[config.mk]
export PLATFORM = sky130hd
export DESIGN_NAME = pio_edge_ctrl
export DESIGN_NICKNAME = d
export VERILOG_FILES = /design/src/rtl/gpio_edge_pkg.sv /design/src/rtl/gpio_in_sync.sv /design/src/rtl/gpio_event_detect.sv /design/src/rtl/gpio_capture_reg.sv /design/src/rtl/pio_edge_ctrl.sv
export SDC_FILE = /design/constraint.sdc
export NUM_CORES = 1
export LEC_CHECK = 0
export ABC_CLOCK_PERIOD_IN_PS = 1650
export BUFFER_PORTS_ARGS = -buffer_cell sky130_fd_sc_hd__clkbuf_2
export CORE_MARGIN = 2
export CORE_UTILIZATION = 40
export DETAILED_ROUTE_END_ITERATION = 12
export HOLD_SLACK_MARGIN = 0.12
export SETUP_SLACK_MARGIN = 0.2
export SYNTH_ARGS = -nofsm -noshare
export SYNTH_HDL_FRONTEND = slang
export SYNTH_HIERARCHICAL = 1
export SYNTH_SLANG_ARGS = --single-unit
[constraint.sdc]
create_clock -name clk -period 1.65 [get_ports clk]
set_input_delay 0.0825 -clock clk [delete_from_list [all_inputs] [get_ports clk]]
set_output_delay 0.0825 -clock clk [all_outputs]
set_load 0.01 [all_outputs]
[src/rtl/gpio_edge_pkg.sv]
// Shared constants and the event-type enumeration for the parallel I/O port.
package gpio_edge_pkg;
    // Event type chosen at build time.
    typedef enum logic [1:0] {
        TRIG_RISE  = 2'd0,
        TRIG_FALL  = 2'd1,
        TRIG_BOTH  = 2'd2,
        TRIG_LEVEL = 2'd3
    } trig_mode_e;

    // Byte offsets of the four word registers.
    localparam int OFF_DATA = 'h0;
    localparam int OFF_DIR  = 'h4;
    localparam int OFF_MASK = 'h8;
    localparam int OFF_CAP  = 'hC;
endpackage

[src/rtl/gpio_in_sync.sv]
// Two-flop synchronizer plus a one-cycle-delayed copy per pin.
// Assumes pin_async may change at any time relative to clk.
module gpio_in_sync #(
    parameter int W = 24
) (
    input  logic         clk,
    input  logic         rst_n,
    input  logic [W-1:0] pin_async,
    output logic [W-1:0] sync_q,
    output logic [W-1:0] prev_q
);
    logic [W-1:0] meta_q;

    // Move the pins into the clock domain and keep the last synchronized level.
    always_ff @(posedge clk) begin
        if (!rst_n) begin
            meta_q <= '0;
            sync_q <= '0;
            prev_q <= '0;
        end else begin
            meta_q <= pin_async;
            sync_q <= meta_q;
            prev_q <= sync_q;
        end
    end
endmodule

[src/rtl/gpio_event_detect.sv]
// Combinational event finder. The build-time TRIGGER picks which change of
// a synchronized pin counts as an event. Level mode produces no events
// because its interrupt comes from the pin level itself.
module gpio_event_detect
    import gpio_edge_pkg::*;
#(
    parameter int         W       = 24,
    parameter trig_mode_e TRIGGER = TRIG_RISE
) (
    input  logic [W-1:0] cur,
    input  logic [W-1:0] prev,
    output logic [W-1:0] evt
);
    generate
        if (TRIGGER == TRIG_RISE) begin : g_rise
            assign evt = cur & ~prev;
        end else if (TRIGGER == TRIG_FALL) begin : g_fall
            assign evt = ~cur & prev;
        end else if (TRIGGER == TRIG_BOTH) begin : g_both
            assign evt = cur ^ prev;
        end else begin : g_level
            logic unused_level;
            assign unused_level = ^{cur, prev};
            assign evt = '0;
        end
    endgenerate
endmodule

[src/rtl/gpio_capture_reg.sv]
// Sticky event bits with write-one-to-clear. An event in the same cycle as
// a clear of that bit keeps the bit set.
module gpio_capture_reg #(
    parameter int W = 32
) (
    input  logic         clk,
    input  logic         rst_n,
    input  logic [W-1:0] evt,
    input  logic         clr_en,
    input  logic [W-1:0] clr_bits,
    output logic [W-1:0] cap_q
);
    logic [W-1:0] clr_vec;

    // Select the bits the current write asks to clear.
    always_comb clr_vec = clr_en ? clr_bits : '0;

    // Clear first, then OR the new events so that events win.
    always_ff @(posedge clk) begin
        if (!rst_n) cap_q <= '0;
        else        cap_q <= (cap_q & ~clr_vec) | evt;
    end
endmodule

[src/rtl/pio_edge_ctrl.sv]
// Parallel I/O port: output value, output enable, interrupt mask and event
// capture registers on a simple word bus with one cycle of read latency.
// Assumes PIN_COUNT <= BUS_W <= 32, word-aligned offsets, and a bus master
// that never asserts bus_wr and bus_rd together.
module pio_edge_ctrl
    import gpio_edge_pkg::*;
#(
    parameter int         PIN_COUNT = 24,
    parameter trig_mode_e TRIGGER   = TRIG_RISE,
    parameter int         BUS_W     = 32,
    parameter int         ADDR_W    = 4
) (
    input  logic                 clk,
    input  logic                 rst_n,
    input  logic                 bus_wr,
    input  logic                 bus_rd,
    input  logic [ADDR_W-1:0]    bus_addr,
    input  logic [BUS_W-1:0]     bus_wdata,
    output logic [BUS_W-1:0]     bus_rdata,
    input  logic [PIN_COUNT-1:0] pin_in,
    output logic [PIN_COUNT-1:0] pin_out,
    output logic [PIN_COUNT-1:0] pin_oe,
    output logic                 irq
);
    localparam logic [BUS_W-1:0] PIN_MASK = BUS_W'((64'd1 << PIN_COUNT) - 64'd1);

    logic [PIN_COUNT-1:0] sync_q, prev_q, evt;
    logic [PIN_COUNT-1:0] data_q;
    logic [BUS_W-1:0]     dir_q, mask_q, cap_q;
    logic [BUS_W-1:0]     sync_wide, evt_wide, wdata_pins;
    logic                 sel_data, sel_dir, sel_mask, sel_cap;

    // Decode the full offset so that other addresses have no effect.
    always_comb begin
        sel_data = (bus_addr == ADDR_W'(OFF_DATA));
        sel_dir  = (bus_addr == ADDR_W'(OFF_DIR));
        sel_mask = (bus_addr == ADDR_W'(OFF_MASK));
        sel_cap  = (bus_addr == ADDR_W'(OFF_CAP));
    end

    assign wdata_pins = bus_wdata & PIN_MASK;
    assign sync_wide  = BUS_W'(sync_q);
    assign evt_wide   = BUS_W'(evt);

    gpio_in_sync #(.W(PIN_COUNT)) i_sync (
        .clk       (clk),
        .rst_n     (rst_n),
        .pin_async (pin_in),
        .sync_q    (sync_q),
        .prev_q    (prev_q)
    );

    gpio_event_detect #(.W(PIN_COUNT), .TRIGGER(TRIGGER)) i_detect (
        .cur  (sync_q),
        .prev (prev_q),
        .evt  (evt)
    );

    gpio_capture_reg #(.W(BUS_W)) i_cap (
        .clk      (clk),
        .rst_n    (rst_n),
        .evt      (evt_wide),
        .clr_en   (bus_wr && sel_cap),
        .clr_bits (wdata_pins),
        .cap_q    (cap_q)
    );

    // Software-written control registers; bits above PIN_COUNT stay zero.
    always_ff @(posedge clk) begin
        if (!rst_n) begin
            data_q <= '0;
            dir_q  <= '0;
            mask_q <= '0;
        end else if (bus_wr) begin
            if (sel_data) data_q <= bus_wdata[PIN_COUNT-1:0];
            if (sel_dir)  dir_q  <= wdata_pins;
            if (sel_mask) mask_q <= wdata_pins;
        end
    end

    // Registered read port; the value holds until the next read.
    always_ff @(posedge clk) begin
        if (!rst_n)         bus_rdata <= '0;
        else if (bus_rd) begin
            if (sel_data)      bus_rdata <= sync_wide;
            else if (sel_dir)  bus_rdata <= dir_q;
            else if (sel_mask) bus_rdata <= mask_q;
            else if (sel_cap)  bus_rdata <= cap_q;
            else               bus_rdata <= '0;
        end
    end

    assign pin_out = data_q;
    assign pin_oe  = dir_q[PIN_COUNT-1:0];

    // Interrupt source: masked pin level in level mode, masked capture otherwise.
    generate
        if (TRIGGER == TRIG_LEVEL) begin : g_irq_level
            assign irq = |(sync_wide & mask_q);
        end else begin : g_irq_edge
            assign irq = |(cap_q & mask_q);
        end
    endgenerate
endmodule

==> flow_metrics.tcl, run 1 <==
set metrics [dict create \
    status "finished with violations" \
    violations "negative setup slack" \
    final_nets 1106 \
    yosysTopAreaCell "dfxtp_1" \
    path_cells "a22oi_2, nand4_1, or3_4, clkbuf_2" \
    arrival_ns 1.69 \
    gp_congestion 0.7599 \
    p_leak_nw 4.207 \
    cts_made_buffers 23 \
    io_buffers 136 \
    clock_latency_ns 0.50 \
    start_util_pct 40.85 \
    synth.area.top_cells "dfxtp_1, and2_2, o21ai_0, nor2b_4, a21oi_1" \
    synth-seq-cells 208 \
    synth_cell_types 32 \
    critPathKind "register to primary output" \
    dp_hpwl_um 14230 \
    max_cap_violations 0 \
    fin_area_mm2 0.01062 \
    seq_area_frac_synth_pct 50.38 \
    core_area_mm2 0.02023 \
    grt_pass1_wl_um 36570 \
    antenna_cells 0 \
    dr.pass1.iters 5 \
    cts_root_buffer "clkbuf_16" \
    fp.dieH_um 147.8 \
    worst_pin_slew_ns 0.5343 \
    ioPinCount 145 \
    grt_max_degree 127 \
    placed_cell_area_mm2 0.009290 \
    p_per_area_mw_per_mm2 1069 \
    overflow 0 \
    syn-cell-area_mm2 0.008265 \
    layout_common_cells "dfxtp_1, clkbuf_2, o21ai_0" \
    relSlewSlack_pct 64.38 \
    hold_class "input port to register" \
    clk_pin_slew_worst_paths_ns 0.06 \
    final_util_pct 52.50 \
    yosysWarnings 6 \
    track_usage_pct 20.92 \
    slowest_delay_ns 0.41 \
    holdWs_ns 0.2128 \
    netlist_instances 863 \
    clk_path_buf_depth 3 \
    synth_top_area_share_pct 50.38 \
    grt_pass1_vias 6543 \
    antenna_found_initial 0 \
    cp_top_family "simple AND/OR/NAND/NOR gates" \
    post_drt_via_cell_ratio 5.249 \
    area_growth_pct 28.53 \
    cts_tree "built" \
    drive_above_1_share_pct 29.38 \
    dieArea_mm2 0.02183 \
    rows 52 \
    finalClockSkew_ns 0.007376 \
    worst-path-max-fanout 3 \
    final_hold_viol_count 0 \
    vias 6955 \
    drc 0 \
    vdd_drop_max_uv 832.6 \
    rsz0062_at_grt "true" \
    final-setup-viol-count 1 \
    setup_slack_ns -0.1238 \
    syn_area_per_cell_um2 9.578 \
    drt_wl_total_um 23160 \
    cts.sink_count 208 \
    max_freq_mhz 563.8 \
    h-tree-depth 1 \
    dieWidth_um 147.8 \
    drtIter0Drc 464 \
    min_period_ns 1.774 \
    drv_slew 0 \
    cp.required_ns 1.57 \
    worst-path-buf-inv 1 \
    wl_per_cell_um 17.48 \
    cp_slowest_cell "or3_4" \
    start_kind "register" \
    antenna_violating_nets_post_route 0 \
    period_share_pct 107.5 \
    endpoint_kind "primary output" \
    layout_commonest_cell "dfxtp_1" \
]
[area by class of cell]
cell class                 count  area [µm²]
multi-input combinational    570        3762
inverter                      34       127.6
clock inverter                 8       118.9
fill                        1891        9610
timing repair buffer         205        1454
sequential                   208        4172
tap                          270       337.8
clock buffer                  30       651.9
[tightest hold or removal path: cells and delay by family]
family,cells,cell delay (ns)
buffers and inverters,2,0.34
and+or+nand+nor,2,0.18
AOI/OAI and AO/OA,1,0.06
[sequential cells by signal (all words and copies together), names as in the netlist]
register and cells:
bus_rdata 32, i_sync/sync_q 24, i_sync/prev_q 24, i_sync/meta_q 24, mask_q 24, dir_q 24, i_cap/cap_q 32, pin_out 24
[through the flow]
stage	cells	setup slack, ns	setup TNS, ns	total power, mW
floorplan	886	0.2328	0	5.789
global placement	1236	0.06844	0	6.107
detailed placement	1236	0.03116	0	6.118
CTS	1325	-0.1389	-0.1389	11.46
global route	1325	-0.1750	-0.1750	11.76
finish	1325	-0.1238	-0.1238	11.35
[cell families after synthesis]
kind of cell    after synthesis  synth area share, %
compound gates              324                23.74
buf+inv                     108                5.722
other cells                   1              0.04537
flops                       208                50.38
simple gates                222                20.12
[metal layers]
metal	part of all wire (%)	track usage, %	vias up
li1	-	-	3400
met1	46	29.52	3313
met2	46	33.51	215
met3	6.1	3.519	27
met4	1.9	5.144	0
met5	0	0	-
[final timing paths]
| path | from | endpoint | slack [ns] | depth (start not counted) |
|---|---|---|---|---|
| worst min register to register | i_sync/meta_q[12] | i_sync/sync_q[12] | 0.44 | 1 |
| worst max register to register | i_cap/cap_q[7] | bus_rdata[7] | 0.69 | 3 |
| worst min-delay path | bus_addr[3] | pin_out[23] | 0.21 | 5 |
| worst max-delay path | i_cap/cap_q[6] | irq | -0.12 | 4 |
[report_power, final]
part | switching, mW | internal, mW | leakage (nW)
Clock | 2.01 | 3.23 | 0.384
Combinational | 0.464 | 0.379 | 2.12
Sequential | 0.0962 | 5.18 | 1.70
Total | 2.57 | 8.78 | 4.21
[repair_timing]
action / 4_1_cts / 5_1_grt
gates resized for setup: 12 / 3
pin swaps: 3 / 1
hold endpoints to repair: 129 / 0
hold buffers: 51 / 0
setup buffers: 0 / 0
setup endpoints to repair: 1 / 1
gates cloned: 0 / 0
[cells in the mapped netlist (all sizes together)]
library cell and n:
a21bo 1, a21boi 23, a21oi 57, a22oi 36, a31oi 32, a32oi 24, and2 74, and3 23
buf 23, clkbuf 51, conb 1, dfxtp 208, inv 34, nand2b 32, nand3 57, nand4 3
nor2b 25, nor3b 1, nor4 1, nor4b 2, nor4bb 1, o21a 23, o21ai 128, or3 1
or4b 2
(Power assumes the default switching activity.)
==> inputs of run 2 (changes only) <==
--- a/config.mk
+++ b/config.mk
@@ -14,5 +14,4 @@
 export SETUP_SLACK_MARGIN = 0.2
 export SYNTH_ARGS = -nofsm -noshare
 export SYNTH_HDL_FRONTEND = slang
-export SYNTH_HIERARCHICAL = 1
 export SYNTH_SLANG_ARGS = --single-unit
==> flow_metrics.tcl, run 2 <==
set metrics [dict create \
    status "finished with violations" \
    violations "negative setup slack" \
    dp_hpwl_um 13580 \
    endpoint_kind "primary output" \
    synth_xor_area_share_pct 0 \
    vdd_drop_max_uv 746.3 \
    ioPinCount 145 \
    syn_area_per_cell_um2 9.122 \
    max_cap_violations 0 \
    drt_wl_total_um 20440 \
    synth-simple-area-share_pct 17.21 \
    hold_end "pin_out[10]" \
    fp.dieH_um 139.2 \
    clk_path_buf_depth 2 \
    cts_tree "built" \
    antenna_found_initial 0 \
    post_drt_via_cell_ratio 5.147 \
    cts_made_buffers 17 \
    seq_area_mm2 0.003861 \
    track_usage_pct 21.29 \
    synth_top_area_share_pct 52.54 \
    clk_pin_slew_worst_paths_ns 0.07 \
    fin_cells 1205 \
    synth_common_cells "dfxtp_1, nand2_1, a21oi_1" \
    dr.pass1.iters 4 \
    clock_latency_ns 0.44 \
    p_per_area_mw_per_mm2 1038 \
    cts_root_buffer "clkbuf_16" \
    r2r_setup_slack_ns 0.52 \
    netlist_instances 802 \
    drtIter0Drc 459 \
    final_hold_viol_count 0 \
    start_kind "register" \
    grt_pass1_vias 5939 \
    syn-cell-area_mm2 0.007316 \
    setup_slack_ns -0.08268 \
    r2r-end "bus_rdata[20]" \
    path_cells "a22oi_2, nand4_1, or3_4, clkbuf_2" \
    multi_input_area_mm2 0.003104 \
    cp.required_ns 1.57 \
    wl_per_cell_um 16.96 \
    min_period_ns 1.733 \
    max_freq_mhz 577.1 \
    synth_cell_types 34 \
    r2r_cells 4 \
    synth_top_family_by_area "simple AND/OR/NAND/NOR gates" \
    yosys.area_share.adder_pct 0 \
    cts.sink_count 192 \
    layout_commonest_cell "dfxtp_1" \
    synth.area.top_cells "dfxtp_1, nand2_1, mux2i_1, and2_1, a21oi_1" \
    start_util_pct 40.73 \
    critPathKind "register to primary output" \
    whs_path_depth 3 \
    antenna_cells 0 \
    layout_common_cells "dfxtp_1, clkbuf_2, nand2_1" \
    fill_cells 1705 \
    h-tree-depth 4 \
    antenna_violating_nets_post_route 0 \
    area_growth_pct 28.07 \
    p_leak_nw 3.972 \
    worst-path-max-fanout 3 \
    arrival_ns 1.65 \
    grt_max_degree 98 \
    seq_area_frac_synth_pct 52.54 \
    finalClockSkew_ns 0.008026 \
    core_area_mm2 0.01796 \
    hold_class "input port to register" \
    worstReg2RegStart "i_cap.cap_q[20]" \
    ys.flop_type "dfxtp_1" \
    synth-seq-cells 192 \
    power.total_mw 9.723 \
    slowest_delay_ns 0.40 \
    overflow 0 \
    dp_cells 1118 \
    rsz0062_at_grt "true" \
    holdWs_ns 0.1615 \
    period_share_pct 105.0 \
    yosysWarnings 0 \
    dieWidth_um 139.2 \
    cp_slowest_cell "or3_4" \
    drc 0 \
    synth_most_common_cell "dfxtp_1" \
    min-delay-start "rst_n" \
    final_nets 1027 \
    synth_mux_area_share_pct 7.799 \
    rows 49 \
    gp_congestion 0.7636 \
    final-setup-viol-count 1 \
    synth-async-reset-ratio_pct 0 \
    drive_above_1_share_pct 23.57 \
    synth_edf_count 0 \
    io_buffers 128 \
    drv_slew 0 \
    vias 6202 \
    synth_compound_area_share_pct 15.87 \
    grt_pass1_wl_um 32820 \
    yosysTopAreaCell "dfxtp_1" \
    dieArea_mm2 0.01939 \
]
## run 2: what timing repair did
item                                   CTS  global route
pin swaps                               13             4
hold buffers                            50             0
buffers inserted                         5             0
endpoints found under the hold margin  122             0
setup endpoints to repair                1             1
gates resized for setup                 21             4
cloned                                   0             0
## run 2: cell type report
cell class / instances / share of cell area, %
clock buffer: 17 / 4.541
tap: 229 / 3.058
multi-input combinational: 516 / 33.13
timing repair buffer: 210 / 15.44
clock inverter: 15 / 1.576
sequential: 192 / 41.21
inverter: 26 / 1.042
## run 2: layer usage
| layer | up-vias | wire length [µm] | track usage (%) |
|---|---|---|---|
| li1 | 3099 | - | - |
| met1 | 2934 | 9801 | 29.30 |
| met2 | 154 | 9361 | 33.57 |
| met3 | 15 | 1033 | 5.368 |
| met4 | 0 | 241 | 5.476 |
| met5 | - | 0 | 0 |
## run 2: report_power, final
| part | leakage (nW) | internal, mW | switching [mW] |
|---|---|---|---|
| sequential | 1.57 | 4.79 | 0.0944 |
| combinational | 2.12 | 0.342 | 0.449 |
| clock | 0.280 | 2.13 | 1.91 |
| total | 3.97 | 7.26 | 2.46 |
## run 2: metrics by stage
| stage | area (µm²) | util, % | setup TNS (ns) | worst slack [ns] |
|---|---|---|---|---|
| 2_1_floorplan | 7342 | - | 0 | 0.4124 |
| 3_3_place_gp | 8185 | 45.57 | 0 | 0.1474 |
| 3_5_place_dp | 8185 | 45.57 | 0 | 0.1031 |
| 4_1_cts | 9360 | 52.11 | -0.07539 | -0.07539 |
| 5_1_grt | 9369 | 52.16 | -0.1256 | -0.1256 |
| 6_report | 9369 | 52.16 | -0.08268 | -0.08268 |
## run 2: critical path: cells and delay by family (launching register included)
kind | cells | cell delay (ns)
simple gates | 2 | 0.52
flops | 1 | 0.34
compound gates | 1 | 0.21
buf+inv | 1 | 0.14
## run 2: worst max path at each step
stage / startpoint / to / slack (ns) / cells past startpoint
after floorplan: bus_addr[2] / mask_q[11] / 0.41 / 5
after global routing: i_cap.cap_q[7] / irq / -0.13 / 4
after detailed placement: bus_addr[2] / dir_q[15] / 0.10 / 5
after CTS: mask_q[19] / irq / -0.08 / 4
after global placement: bus_addr[2] / dir_q[16] / 0.15 / 5
final: i_cap.cap_q[7] / irq / -0.08 / 4
## run 2: cells by family after synthesis
logic type,count (synthesis)
compound gates,202
other cells,1
flops,192
simple gates,251
mux,55
buf+inv,101
==> inputs of run 3 (changes only) <==
--- a/config.mk
+++ b/config.mk
@@ -11,6 +11,7 @@
 export CORE_UTILIZATION = 40
 export DETAILED_ROUTE_END_ITERATION = 12
 export HOLD_SLACK_MARGIN = 0.12
+export RECOVER_POWER = 25
 export SETUP_SLACK_MARGIN = 0.2
 export SYNTH_ARGS = -nofsm -noshare
 export SYNTH_HDL_FRONTEND = slang
==> flow_metrics.tcl, run 3 (synthesis gave the netlist of run 2 again) <==
set metrics [dict create \
    status "finished with violations" \
    violations "negative setup slack" \
    clk_pin_slew_worst_paths_ns 0.07 \
    cp.required_ns 1.57 \
    antenna_violating_nets_post_route 0 \
    antenna_cells 0 \
    fill_cells 1704 \
    dieWidth_um 139.2 \
    clk_path_buf_depth 2 \
    grt_pass1_vias 5939 \
    grt.busiest_layer "met2" \
    rows 49 \
    comb_power_share_pct 8.1 \
    finalClockSkew_ns 0.008867 \
    h-tree-depth 4 \
    drc 0 \
    overflow 0 \
    start_kind "register" \
    critPathKind "register to primary output" \
    met3_usage_pct 5.368 \
    grt_pass1_wl_um 32820 \
    dp_hpwl_um 13580 \
    pre_cts_ws_ns 0.1031 \
    switching_share_pct 25.29 \
    cts_tree "built" \
    grt_use_met2_pct 33.57 \
    period_share_pct 105.1 \
    setup_slack_ns -0.08451 \
    wl_per_cell_um 16.92 \
    gp_congestion 0.7636 \
    io_buffers 128 \
    endpoint_kind "primary output" \
    grtUsageMet1_pct 29.30 \
    layout_common_cells "dfxtp_1, clkbuf_2, nand2_1" \
    fp.dieH_um 139.2 \
    dp_cells 1118 \
    track_usage_pct 21.29 \
    dr.pass1.iters 5 \
    vias 6195 \
    max_freq_mhz 576.5 \
    final-setup-viol-count 1 \
    drtIter0Drc 439 \
    rsz0062_at_grt "true" \
    holdWs_ns 0.1622 \
    area_growth_pct 28.05 \
    worst-path-max-fanout 3 \
    start_util_pct 40.73 \
    layout_commonest_cell "dfxtp_1" \
    post_drt_via_cell_ratio 5.141 \
    max_cap_violations 0 \
    p_per_area_mw_per_mm2 1038 \
    arrival_ns 1.65 \
    fin_cells 1205 \
    cts.sink_count 192 \
    antenna_found_initial 0 \
    min_period_ns 1.735 \
    vdd_drop_max_uv 743.9 \
    hold_class "input port to register" \
    ioPinCount 145 \
    p_sw_mw 2.459 \
    seqPwrFrac_pct 50.2 \
    cts_made_buffers 17 \
    drv_slew 0 \
    p_leak_nw 3.954 \
    final_nets 1027 \
    final_util_pct 52.15 \
    r2r_setup_slack_ns 0.52 \
    final_hold_viol_count 0 \
    clock_power_share_pct 41.7 \
    core_area_mm2 0.01796 \
    dieArea_mm2 0.01939 \
    drt_wl_total_um 20390 \
    clock_latency_ns 0.44 \
    drive_above_1_share_pct 23.46 \
    intPower_mw 7.263 \
    cts_root_buffer "clkbuf_16" \
    grt_max_degree 98 \
]
## run 3: cell types whose count changed in the layout (fill, tap and decap cells not counted)
cell,before,now
and2_1,50,32
clkbuf_1,0,1
clkbuf_2,127,126
and2_0,0,18
## run 3: power by group through the flow
stage	clock (mW)	combinational, mW	sequential, mW
finish	4.05	0.789	4.88
global route	4.32	0.864	4.90
CTS	4.12	0.792	4.88
detailed placement	0	0.690	4.98
global placement	0	0.685	4.98
floorplan	0	0.391	4.97
## run 3: stage by stage
step           TNS [ns]  power [mW]  instance area (µm²)
6_report       -0.08451       9.722                 9368
5_1_grt         -0.1256       10.08                 9368
4_1_cts        -0.07539       9.791                 9360
3_5_place_dp          0       5.673                 8185
3_3_place_gp          0       5.667                 8185
2_1_floorplan         0       5.361                 7342
## run 3: cell type report
type | count | area, µm² | area share [%]
clock buffers | 17 | 425.4 | 4.541
multi-input cells | 516 | 3104 | 33.14
flip-flops and latches | 192 | 3861 | 41.22
inverters | 26 | 97.59 | 1.042
well taps | 229 | 286.5 | 3.059
repair buffers | 210 | 1445 | 15.43
clock inverters | 15 | 147.6 | 1.576
## run 3: worst max-delay path, cell delays in order (launching register included)
cell and delay, ns:
dfxtp_2 0.34, a22oi_2 0.21, nand4_1 0.12, or3_4 0.40, clkbuf_2 0.14
## run 3: final timing paths
check,from,to,depth (start not counted)
max,i_cap.cap_q[7],irq,4
min,rst_n,pin_out[10],3
min reg2reg,i_sync.prev_q[15],i_cap.cap_q[15],1
max reg2reg,i_cap.cap_q[20],bus_rdata[20],4
## run 3: layer usage
metal	vias to the layer above	share of wire [%]	wire, µm
li1	3100	-	-
met5	-	0	0
met1	2915	47	9680
met4	0	1.2	243
met3	16	5.5	1126
met2	164	46	9335
## run 3: repair_timing
item	in CTS	in global routing
pin swaps	13	4
hold buffers	50	0
buffers inserted	5	0
resized for setup	21	4
endpoints found under the setup margin	1	1
endpoints found under the hold margin	122	0
